--- src/rtl/seq_lock_pkg.sv ---
package seq_lock_pkg;

  localparam int unsigned STATE_W = 3;

  // Binary-coded match depth: value equals the number of symbols matched.
  typedef enum logic [STATE_W-1:0] {
    ST_IDLE    = 3'd0,
    ST_M0      = 3'd1,
    ST_M01     = 3'd2,
    ST_M011    = 3'd3,
    ST_M0110   = 3'd4,
    ST_M01101  = 3'd5,
    ST_M011011 = 3'd6,
    ST_FULL    = 3'd7
  } lock_state_t;

endpackage

--- src/rtl/seq_lock_rst_sync.sv ---
module seq_lock_rst_sync #(
  parameter int unsigned STAGES = 2
) (
  input  logic clk_i,
  input  logic rst_n_i,
  output logic rst_sync_n_o
);

  logic [STAGES-1:0] sync_q;

  always_ff @(posedge clk_i or negedge rst_n_i) begin
    if (!rst_n_i) begin
      sync_q <= '0;
    end else begin
      sync_q <= {sync_q[STAGES-2:0], 1'b1};
    end
  end

  assign rst_sync_n_o = sync_q[STAGES-1];

endmodule

--- src/rtl/seq_lock_next.sv ---
module seq_lock_next
  import seq_lock_pkg::*;
(
  input  lock_state_t state_i,
  input  logic        x_i,
  output lock_state_t state_nxt_o
);

  // Advance on the wanted symbol; otherwise fall back to the longest
  // tail of the recent inputs that still starts the combination.
  always_comb begin
    state_nxt_o = ST_IDLE;
    case (state_i)
      ST_IDLE:    state_nxt_o = x_i ? ST_IDLE    : ST_M0;
      ST_M0:      state_nxt_o = x_i ? ST_M01     : ST_M0;
      ST_M01:     state_nxt_o = x_i ? ST_M011    : ST_M0;
      ST_M011:    state_nxt_o = x_i ? ST_IDLE    : ST_M0110;
      ST_M0110:   state_nxt_o = x_i ? ST_M01101  : ST_M0;
      ST_M01101:  state_nxt_o = x_i ? ST_M011011 : ST_M0;
      ST_M011011: state_nxt_o = x_i ? ST_FULL    : ST_M0110;
      ST_FULL:    state_nxt_o = x_i ? ST_IDLE    : ST_M0;
      default:    state_nxt_o = ST_IDLE;
    endcase
  end

endmodule

--- src/rtl/seq_lock_out.sv ---
module seq_lock_out
  import seq_lock_pkg::*;
(
  input  lock_state_t state_i,
  input  logic        x_i,
  output logic        unlock_o,
  output logic        hint_o
);

  logic want_one;

  // Symbol that advances the match from each depth.
  always_comb begin
    want_one = 1'b0;
    case (state_i)
      ST_IDLE:    want_one = 1'b0;
      ST_M0:      want_one = 1'b1;
      ST_M01:     want_one = 1'b1;
      ST_M011:    want_one = 1'b0;
      ST_M0110:   want_one = 1'b1;
      ST_M01101:  want_one = 1'b1;
      ST_M011011: want_one = 1'b1;
      ST_FULL:    want_one = 1'b0;
      default:    want_one = 1'b0;
    endcase
  end

  assign hint_o   = (x_i == want_one);
  assign unlock_o = (state_i == ST_FULL) && !x_i;

endmodule

--- src/rtl/seq_lock.sv ---
module seq_lock
  import seq_lock_pkg::*;
#(
  parameter int unsigned RST_STAGES = 2
) (
  input  logic clk_i,
  input  logic rst_n_i,
  input  logic x_i,
  output logic unlock_o,
  output logic hint_o
);

  logic        rst_sync_n;
  lock_state_t state_q;
  lock_state_t state_nxt;

  seq_lock_rst_sync #(
    .STAGES (RST_STAGES)
  ) u_rst_sync (
    .clk_i        (clk_i),
    .rst_n_i      (rst_n_i),
    .rst_sync_n_o (rst_sync_n)
  );

  seq_lock_next u_next (
    .state_i     (state_q),
    .x_i         (x_i),
    .state_nxt_o (state_nxt)
  );

  always_ff @(posedge clk_i or negedge rst_sync_n) begin
    if (!rst_sync_n) begin
      state_q <= ST_IDLE;
    end else begin
      state_q <= state_nxt;
    end
  end

  seq_lock_out u_out (
    .state_i  (state_q),
    .x_i      (x_i),
    .unlock_o (unlock_o),
    .hint_o   (hint_o)
  );

endmodule

--- config.mk ---
export PLATFORM = sky130hd
export DESIGN_NAME = seq_lock
export DESIGN_NICKNAME = d
export VERILOG_FILES = /design/src/rtl/seq_lock_pkg.sv /design/src/rtl/seq_lock_rst_sync.sv /design/src/rtl/seq_lock_next.sv /design/src/rtl/seq_lock_out.sv /design/src/rtl/seq_lock.sv
export SDC_FILE = /design/constraint.sdc
export NUM_CORES = 1
export LEC_CHECK = 0
export BUFFER_PORTS_ARGS = -buffer_cell sky130_fd_sc_hd__buf_4
export CAP_MARGIN = 15
export CORE_AREA = 2 2 39 41
export CTS_CLUSTER_SIZE = 28
export DETAILED_ROUTE_END_ITERATION = 12
export DIE_AREA = 0 0 41 43
export SLEW_MARGIN = 20
export SYNTH_ARGS = -nofsm -noshare
export SYNTH_HDL_FRONTEND = slang
export SYNTH_SLANG_ARGS = --single-unit
--- constraint.sdc ---
create_clock -name clk_i -period 2.6 [get_ports clk_i]
set_input_delay 0.39 -clock clk_i [delete_from_list [all_inputs] [get_ports clk_i]]
set_output_delay 0.39 -clock clk_i [all_outputs]
set_load 0.01 [all_outputs]
==> metrics.txt, run 1 <==
vias=228; diode count=0; TritonCTS Buffers=3; register area share after synthesis=40.8%; Die W=41 um; Yosys cell types=18; reg2reg start=state_q[0]; CP Launch Type=register; clk buf depth=2; Final HPWL DP=369 um; fin crit share=69.9%; # rows=14; YS warnings=0; Clock Tree Root=clkbuf_4; largest family of logic cells by synthesized area=adder cells; CTS sink count=5; H-tree Lvls=1; synthesized instance count=31; post-CTS sizing=0; Final ANT Viol Nets=0; syn_area_per_cell=9.89 um2; mux contribution to synthesized area=0%; CP startpoint=state_q[0]; Placer Congestion=0.658; fill cell count=150; initial DRC count=0; Required @ worst endpoint=2.21 ns; clk_lat worst skew=0.23 ns; port bufs=4; Hold Fails Final Rpt=0; layout cells sized above 1=20.0%; Synth area leader=dfrtp_1; Placeable Area=1380 um2; Max-cap violations=0; P per Cell Area=935 nW/um2; final setup fails=0; sequential cell area=125 um2; die area=1760 um2; Final nets=49; Post-Synth XOR/XNOR Area=2.86%; grt total ovfl=0; FF+latch count, synth=5; worst setup margin=0.783 ns; I/O pin cnt=5; initial antenna violation count=0; CTS tree=yes; total wire length=458 um; Post-Syn Nets=39; Slowest Stage Delay on Critical Path=0.39 ns; Synth top area share=40.8%; Post-CTS Hold Fix Bufs=1; Critical-path top delay cell=dfrtp_1; vias in the first global route=216; GRT Total Usage=7.48%; Synth Area in Compound Gates=19.2%; crit-path max FO=4; Initial Util=22.2%; outcome=completed; routed len/inst=8.18 um; Synth Area in Adders=20.4%; element type at the critical path end=output port; worst clock skew=0.000595 ns; die height=43 um; commonest cells after routing, fill and taps aside=ha_1 (5), dfrtp_1 (5), inv_1 (4), buf_4 (4); Period minus WS final=1.82 ns; area grow syn2layout=28.2%; CP Class=reg -> out; RSZ-0062 raised after global routing=false; largest net degree at the start of global routing=9; Max IR drop VDD=0.000257 V; vias per cell=4.07; Setup Buffers After CTS=0; maximum operating frequency=550 MHz; Mapped Area=307 um2; multi-input logic area=166 um2; worst hold slack=0.0367 ns; global-route wire length before repair=814 um; TNS Setup=0 ns; Worst Hold Class=reg -> async; Pins Over Slew Limit=0; number of remaining DRC errors=0; Critical Path AT=1.43 ns; synth top area cells=dfrtp_1 (41%), ha_1 (20%), a2bb2oi_2 (4.9%), inv_1 (4.9%), nor2_1 (3.7%); 1st-pass router iterations=1; Leak=0.000184 uW; pre-CTS WS=1.02 ns; simple-gate area share of the yosys netlist=10.6%; crit-path cells=inv_1, ha_1, nor2_1, a21oi_1, xnor2_1, buf_4; CTS clock-pin slew for the worst setup and hold paths=0.04 ns
layout make-up:
class	count	share of cell area, %
Sequential cell	5	31.8
Tap cell	16	5.10
Multi-Input combinational cell	22	42.4
Inverter	4	3.82
Timing Repair Buffer	5	10.2
Clock buffer	4	6.69
worst max-delay path: cells and delay by family (launching register included):
family / cells / cell delay [ns]
AND/OR/NAND/NOR: 1 / 0.04
buffers and inverters: 2 / 0.20
AO/OA/AOI/OAI: 1 / 0.15
adder cells (fa/ha/maj): 1 / 0.28
XOR/XNOR: 1 / 0.13
flip-flops: 1 / 0.39
sequential cells by signal (all words and copies together) (netlist names):
register,cells
state_q,3
u_rst_sync.sync_q,2
stage by stage:
step | instance area (um2) | instances | power, uW | util (%)
finish | 393 | 56 | 367 | 28.4
global route | 393 | 56 | 405 | 28.4
CTS | 393 | 56 | 375 | 28.4
detailed placement | 357 | 51 | 284 | 25.8
global placement | 357 | 51 | 281 | 25.8
floorplan | 307 | 31 | 234 | -
cells in the mapped netlist:
| cell | number |
|---|---|
| nand2b_1 | 1 |
| a31oi_1 | 1 |
| nor2b_1 | 1 |
| a211oi_1 | 1 |
| dfrtp_1 | 5 |
| o21ai_1 | 1 |
| o21a_1 | 1 |
| a21boi_1 | 1 |
| xnor2_1 | 1 |
| a21oi_1 | 1 |
| nor3_1 | 1 |
| inv_1 | 4 |
| a2bb2oi_2 | 1 |
| conb_1 | 1 |
| nor2_1 | 3 |
| nand2_1 | 1 |
| ha_1 | 5 |
| o21ai_0 | 1 |
power by group:
group          internal (uW)  switching, uW
clock network           57.8           28.2
registers               96.4           23.8
logic                   80.6           80.5
per-layer routing:
metal	wire, um	up-vias	track usage [%]
met2	229	4	11.3
li1	-	118	-
met1	199	104	6.58
met4	7	0	8.00
met3	22	2	3.14
met5	0	-	0
final timing paths:
path / to / cells past startpoint / slack, ns
min: state_q[2] / 0 / 0.04
max in group asynchronous: u_rst_sync.sync_q[0] / 2 / 2.05
max reg2reg: state_q[2] / 5 / 1.39
min reg2reg: state_q[2] / 0 / 0.04
min in group clk_i: u_rst_sync.sync_q[1] / 0 / 0.35
max: hint_o / 6 / 0.78
cells by family after synthesis:
logic type,after synthesis
compound gates,8
flops,5
xor+xnor,1
other cells,1
buf+inv,4
fa+ha+maj,5
simple gates,7
No activity file was read; power rests on OpenSTA's default activity.
==> inputs of run 2 (changes only) <==
--- a/config.mk
+++ b/config.mk
@@ -5,6 +5,7 @@
 export SDC_FILE = /design/constraint.sdc
 export NUM_CORES = 1
 export LEC_CHECK = 0
+export ABC_AREA = 1
 export BUFFER_PORTS_ARGS = -buffer_cell sky130_fd_sc_hd__buf_4
 export CAP_MARGIN = 15
 export CORE_AREA = 2 2 39 41
==> constraint.sdc (replaced) <==
create_clock -name clk_i -period 1.8 [get_ports clk_i]
set_input_delay 0.27 -clock clk_i [delete_from_list [all_inputs] [get_ports clk_i]]
set_output_delay 0.27 -clock clk_i [all_outputs]
set_load 0.01 [all_outputs]
==> run 2 against run 1 <==
Compared with the run above:
- die area is the same
- synthesized area grew 18%
- highest routed layer is now met3
- utilization grew 3.7 points
==> metrics.txt, run 2 <==
outcome=completed (unchanged); Die W=41 um (unchanged); top_reg_cell synth=dfrtp_1 (unchanged); crit-path max FO=4 (unchanged); count leader, synth=nand2_1; vias in the first global route=268 (was 216); commonest cells after routing, fill and taps aside=nand2_1 (12), inv_1 (6), ha_1 (5), buf_4 (5), dfrtp_1 (5) (was ha_1 (5), dfrtp_1 (5), inv_1 (4), buf_4 (4)); initial antenna violation count=0 (unchanged); Placer Congestion=0.726 (was 0.658); FF+latch count, synth=5 (unchanged); Synth top cells by count=nand2_1 (12), inv_1 (6), dfrtp_1 (5), ha_1 (5) (was dfrtp_1 (5), ha_1 (5), inv_1 (4)); YS warnings=0 (unchanged); Post-DP Area=400 um2 (was 357 um2); fin crit share=93.1%; Final HPWL DP=459 um (was 369 um); CTS clock-pin slew for the worst setup and hold paths=0.04 ns (about the same); met1 Track Usage GR=9.57% (was 6.58%); Period minus WS final=1.68 ns; Most Crowded Layer GR=met2 (unchanged); reg-to-reg endpoint=state_q[0] (was state_q[2]); vias per cell=3.90 (was 4.07); Placeable Area=1380 um2 (unchanged); CP Launch Type=register (unchanged); diode count=0 (unchanged); TNS Setup=0 ns (unchanged); Final nets=65 (was 49); routed len/inst=7.60 um (was 8.18 um); Synth top area share=34.6% (was 40.8%); Clock Tree Root=clkbuf_4 (unchanged); R2R Setup Slk=0.56 ns (was 1.39 ns); maximum operating frequency=596 MHz; design area=444 um2 (was 393 um2); Initial Util=26.1% (was 22.2%); Top Registers=state_q (3), u_rst_sync.sync_q (2) (unchanged); synth top area cells=dfrtp_1 (35%), ha_1 (17%), nand2_1 (12%), inv_1 (6.2%), nand3_1 (4.2%) (was dfrtp_1 (41%), ha_1 (20%), a2bb2oi_2 (4.9%), inv_1 (4.9%), nor2_1 (3.7%)); Final ANT Viol Nets=0 (unchanged); grt total ovfl=0 (unchanged); Critical-path top delay cell=dfrtp_1 (unchanged); GRT Total Usage=8.60% (was 7.48%); Post-Syn Nets=55 (was 39); CTS tree=yes (unchanged); number of remaining DRC errors=0 (unchanged); Leak=0.000251 uW (was 0.000184 uW); routing usage on met2=11.9% (was 11.3%); element type at the critical path end=output port (unchanged); P per Cell Area=1560 nW/um2 (was 935 nW/um2); Synth area leader=dfrtp_1 (unchanged); port bufs=4 (unchanged); asr flop ratio synth=100% (unchanged); EDFF count, synth=0 (unchanged); Top reg by flops=state_q (unchanged); syn_area_per_cell=7.69 um2 (was 9.89 um2); Max IR drop VDD=0.000663 V (was 0.000257 V); H-tree Lvls=1 (unchanged); reg2reg start=state_q[0] (unchanged); Max-cap violations=0 (unchanged); vias=281 (was 228); worst clock skew=0.000626 ns (was 0.000595 ns); Worst Hold Class=reg -> async (unchanged); M3 GR Usage=3.14% (unchanged); area grow syn2layout=22.8% (was 28.2%); most common cell after layout, fill and taps aside=nand2_1; synthesized instance count=47 (was 31); Top delay family on crit path=flip-flops (unchanged); 1st-pass router iterations=4 (was 1); die height=43 um (unchanged); I/O pin cnt=5 (unchanged); RSZ-0062 raised after global routing=false (unchanged); global-route wire length before repair=979 um (was 814 um); initial DRC count=1 (was 0); crit-path cells=inv_1, ha_1, o21ai_1, xor2_1, buf_4 (was inv_1, ha_1, nor2_1, a21oi_1, xnor2_1, buf_4); max reg flops=3 (unchanged); Slowest Stage Delay on Critical Path=0.38 ns (was 0.39 ns); TritonCTS Buffers=3 (unchanged); CP Buf/Inv Count=2 (unchanged); layout cells sized above 1=25.0% (was 20.0%); # rows=14 (unchanged); Required @ worst endpoint=1.53 ns (was 2.21 ns); final setup fails=0 (unchanged); R2R depth=8 (was 5); CP Class=reg -> out (unchanged); largest net degree at the start of global routing=10 (was 9); Mapped Area=362 um2 (was 307 um2); CP Depth=5 (was 6); Pins Over Slew Limit=0 (unchanged); die area=1760 um2 (unchanged); Critical Path AT=1.41 ns (was 1.43 ns); clk buf depth=2 (unchanged); clk_lat worst skew=0.23 ns (about the same); CTS sink count=5 (unchanged); Hold Fails Final Rpt=0 (unchanged); register area share after synthesis=34.6% (was 40.8%); total wire length=547 um (was 458 um); Yosys cell types=15 (was 18)
==> run 2: logic make-up (layout without fill, tap and decap cells) <==
| kind of cell | Yosys count | count (layout) | share of synthesized area (%) |
|---|---|---|---|
| and+or+nand+nor | 21 | 21 | 26.6 |
| buffers and inverters | 10 | 19 | 12.5 |
| adders and majority gates | 5 | 5 | 17.3 |
| DFF | 5 | 5 | 34.6 |
| AOI/OAI and AO/OA | 4 | 4 | 5.54 |
| other | 1 | 1 | 1.04 |
| xor gates and xnor gates | 1 | 1 | 2.42 |
==> run 2: per-stage QoR <==
| step | setup slack (ns) | cells | hold WS (ns) | total power (uW) | util [%] |
|---|---|---|---|---|---|
| finish | 0.123 | 72 | 0.0379 | 695 | 32.1 |
| detailed placement | 0.329 | 66 | 0.0403 | 561 | 28.9 |
| global route | 0.0198 | 72 | 0.0569 | 768 | 32.1 |
| floorplan | 0.427 | 47 | -0.0256 | 482 | - |
| global placement | 0.337 | 66 | 0.0378 | 552 | 28.9 |
| CTS | 0.0714 | 71 | 0.0432 | 691 | 31.6 |
==> run 2: final cells by class <==
class                   count  area (um2)
well taps                  16        20.0
flip-flops and latches      5         125
inverters                   9        33.8
repair buffers              6        47.5
multi-input cells          32         191
clock buffers               4        26.3
fillers                   152         940
==> run 2: metal layers <==
| metal | routed length [um] | vias up |
|---|---|---|
| li1 | - | 155 |
| met1 | 249 | 124 |
| met2 | 290 | 2 |
| met3 | 8 | 0 |
| met4 | 0 | 0 |
| met5 | 0 | - |
==> run 2: what timing repair did <==
| item | CTS | global route |
|---|---|---|
| resized for setup | 0 | 0 |
| hold endpoints to repair | 2 | 0 |
| buffers inserted | 0 | 1 |
| endpoints found under the setup margin | 0 | 1 |
| hold buffers | 1 | 0 |
==> run 2: worst max path at each step <==
stage             end  slack (ns)       start
2_1_floorplan  hint_o        0.43  state_q[0]
3_3_place_gp   hint_o        0.34  state_q[0]
3_5_place_dp   hint_o        0.33  state_q[0]
4_1_cts        hint_o        0.07  state_q[0]
5_1_grt        hint_o        0.02  state_q[1]
6_report       hint_o        0.12  state_q[1]
==> run 2: power breakdown <==
part / internal (uW) / switching, uW / leakage (uW)
sequential: 148 / 42.2 / 0.0000610
clock: 83.4 / 40.1 / 0.0000150
combinational: 172 / 209 / 0.000175
==> inputs of run 3 (changes only) <==
--- a/config.mk
+++ b/config.mk
@@ -15,4 +15,5 @@
 export SLEW_MARGIN = 20
 export SYNTH_ARGS = -nofsm -noshare
 export SYNTH_HDL_FRONTEND = slang
+export SYNTH_HIERARCHICAL = 1
 export SYNTH_SLANG_ARGS = --single-unit
==> run 3 against run 2 <==
Compared with the run above:
- worst hold slack better by 0.00092 ns
- setup slack better by 0.053 ns
- die area stayed put
- utilization is 5.3 points lower
- routed wire length is 16% lower
- combinational power is 43% lower
- sequential power is 4% higher
- non-clock buffer count is 1 lower
==> metrics.txt, run 3 <==
P_sw=213 uW (was 291 uW); Placeable Area=1380 um2 (unchanged); H-tree Lvls=1 (unchanged); Flop pwr share=36.8% (was 27.4%); R2R Setup Slk=0.90 ns (was 0.56 ns); final total power=542 uW (was 695 uW); clk_lat worst skew=0.24 ns (was 0.23 ns); Hold Fails Final Rpt=0 (unchanged); asr flop ratio synth=100% (unchanged); synth top area cells=dfrtp_1 (44%), nand2_1 (22%), ha_1 (8.8%), inv_1 (7.9%), nor2_1 (6.6%) (was dfrtp_1 (35%), ha_1 (17%), nand2_1 (12%), inv_1 (6.2%), nand3_1 (4.2%)); Pins Over Slew Limit=0 (unchanged); Clock Tree Root=clkbuf_4 (unchanged); Synth top area share=44.1% (was 34.6%); routed len/inst=6.98 um (was 7.60 um); design area=370 um2 (was 444 um2); total wire length=461 um (was 547 um); Worst Hold Class=reg -> async (unchanged); crit-path max FO=6 (was 4); Critical Path AT=1.35 ns (was 1.41 ns); # rows=14 (unchanged); layout cells sized above 1=16.0% (was 25.0%); Die W=41 um (unchanged); outcome=completed (unchanged); Period minus WS final=1.62 ns (was 1.68 ns); Yosys cell types=9 (was 15); R2R depth=3 (was 8); Final ANT Viol Nets=0 (unchanged); register area share after synthesis=44.1% (was 34.6%); P_int=328 uW (was 403 uW); Top reg by flops=state_q (unchanged); number of remaining DRC errors=0 (unchanged); Initial Util=20.5% (was 26.1%); Comb pwr share=40.0% (was 54.8%); most common cell after layout, fill and taps aside=nand2_1 (unchanged); die area=1760 um2 (unchanged); GRT Total Usage=6.66% (was 8.60%); CP Launch Type=register (unchanged); CTS clock-pin slew for the worst setup and hold paths=0.04 ns (about the same); Synth area leader=dfrtp_1 (unchanged); TritonCTS Buffers=3 (unchanged); Max IR drop VDD=0.000635 V (was 0.000663 V); CP Class=reg -> out (unchanged); vias per cell=3.73 (was 3.90); syn_area_per_cell=6.93 um2 (was 7.69 um2); final setup fails=0 (unchanged); Required @ worst endpoint=1.53 ns (about the same); FF+latch count, synth=5 (unchanged); worst clock skew=0.000986 ns (was 0.000626 ns); sw frac=39.4% (was 41.9%); initial DRC count=2 (was 1); grt total ovfl=0 (unchanged); port bufs=4 (unchanged); vias in the first global route=207 (was 268); 1st-pass router iterations=4 (unchanged); Clock Power Share=23.3% (was 17.8%); final core utilization=26.8% (was 32.1%); CTS sink count=5 (unchanged); Mapped Area=284 um2 (was 362 um2); P per Cell Area=1460 nW/um2 (was 1560 nW/um2); top_reg_cell synth=dfrtp_1 (unchanged); Final HPWL DP=365 um (was 459 um); initial antenna violation count=0 (unchanged); CTS tree=yes (unchanged); element type at the critical path end=output port (unchanged); maximum operating frequency=616 MHz (was 596 MHz); I/O pin cnt=5 (unchanged); clk buf depth=2 (unchanged); RSZ-0062 raised after global routing=false (unchanged); TNS Setup=0 ns (unchanged); Post-DP Area=334 um2 (was 400 um2); Top Registers=state_q (3), u_rst_sync/sync_q (2) (was state_q (3), u_rst_sync.sync_q (2)); Synth top cells by count=nand2_1 (17), inv_1 (6), dfrtp_1 (5), nor2_1 (5), nand3_1 (3) (was nand2_1 (12), inv_1 (6), dfrtp_1 (5), ha_1 (5)); fill cell count=147 (was 152); YS warnings=6 (was 0); Placer Congestion=0.688 (was 0.726); fin crit share=90.2% (was 93.1%); global-route wire length before repair=731 um (was 979 um); commonest cells after routing, fill and taps aside=nand2_1 (17), inv_1 (6), dfrtp_1 (5), nor2_1 (5), buf_4 (4) (was nand2_1 (12), inv_1 (6), ha_1 (5), buf_4 (5), dfrtp_1 (5)); synthesized instance count=41 (was 47); post-CTS sizing=0 (unchanged); Final nets=56 (was 65); largest net degree at the start of global routing=8 (was 10); area grow syn2layout=30.4% (was 22.8%); Leak=0.000210 uW (was 0.000251 uW); vias=246 (was 281); die height=43 um (unchanged); Post-Syn Nets=46 (was 55); max reg flops=3 (unchanged); EDFF count, synth=0 (unchanged); count leader, synth=nand2_1 (unchanged); Max-cap violations=0 (unchanged); diode count=0 (unchanged)
run 3: cell types whose count changed in the layout (fill, tap and decap cells not counted), sizes merged, moves of 2 or more:
cell / before / now
inv: 9 / 7
o21ai: 2 / 0
nand2: 14 / 17
ha: 5 / 2
nor2: 3 / 5
a21oi: 2 / 0
run 3: kinds of logic after synthesis:
kind of cell	after synthesis	share of synthesized area, %
fa+ha+maj	2	8.81
buf+inv	7	9.25
flops	5	44.1
other cells	1	1.32
simple gates	26	36.6
run 3: power by group through the flow:
| stage | logic [uW] | registers (uW) | clock network [uW] |
|---|---|---|---|
| final | 216 | 199 | 126 |
| after global routing | 257 | 207 | 145 |
| after CTS | 219 | 200 | 134 |
| after detailed placement | 217 | 202 | 0 |
| after global placement | 212 | 200 | 0 |
| after floorplan | 161 | 188 | 0 |
run 3: layout make-up:
| type | count | area [um2] | area share (%) |
|---|---|---|---|
| clock buffers | 4 | 26.3 | 7.09 |
| inverters | 7 | 26.3 | 7.09 |
| multi-input cells | 29 | 133 | 35.8 |
| flip-flops and latches | 5 | 125 | 33.8 |
| well taps | 16 | 20.0 | 5.41 |
| repair buffers | 5 | 40.0 | 10.8 |
run 3: repair_timing:
| action | in CTS | in global routing |
|---|---|---|
| endpoints found under the hold margin | 2 | 0 |
| hold buffers | 1 | 0 |
| buffers inserted | 0 | 0 |
run 3: worst max-delay path, stage by stage (launching register included):
cell     delay [ns]
dfrtp_1        0.43
ha_1           0.34
inv_1          0.06
nand2_1        0.04
nand3_1        0.06
nand2_1        0.05
buf_4          0.13
run 3: routing by layer:
layer / part of all wire [%] / track usage (%)
met1: 51 / 7.19
met2: 45 / 8.13
met3: 3.7 / 3.14
met4: 0 / 8.00
met5: 0 / 0
run 3: worst paths after layout:
check | start | end
max | state_q[0] | hint_o
min | u_rst_sync/sync_q[1] | state_q[0]
max reg2reg | state_q[1] | state_q[2]
min reg2reg | u_rst_sync/sync_q[1] | state_q[0]
max in group asynchronous | rst_n_i | u_rst_sync/sync_q[0]
min in group clk_i | x_i | state_q[1]
run 3: through the flow:
stage | setup WS [ns] | hold slack, ns | std cells
final | 0.176 | 0.0388 | 66
after global placement | 0.439 | 0.0370 | 61
after CTS | 0.160 | 0.0407 | 66
after floorplan | 0.584 | -0.0256 | 41
after detailed placement | 0.423 | 0.0393 | 61
after global routing | 0.0743 | 0.0567 | 66
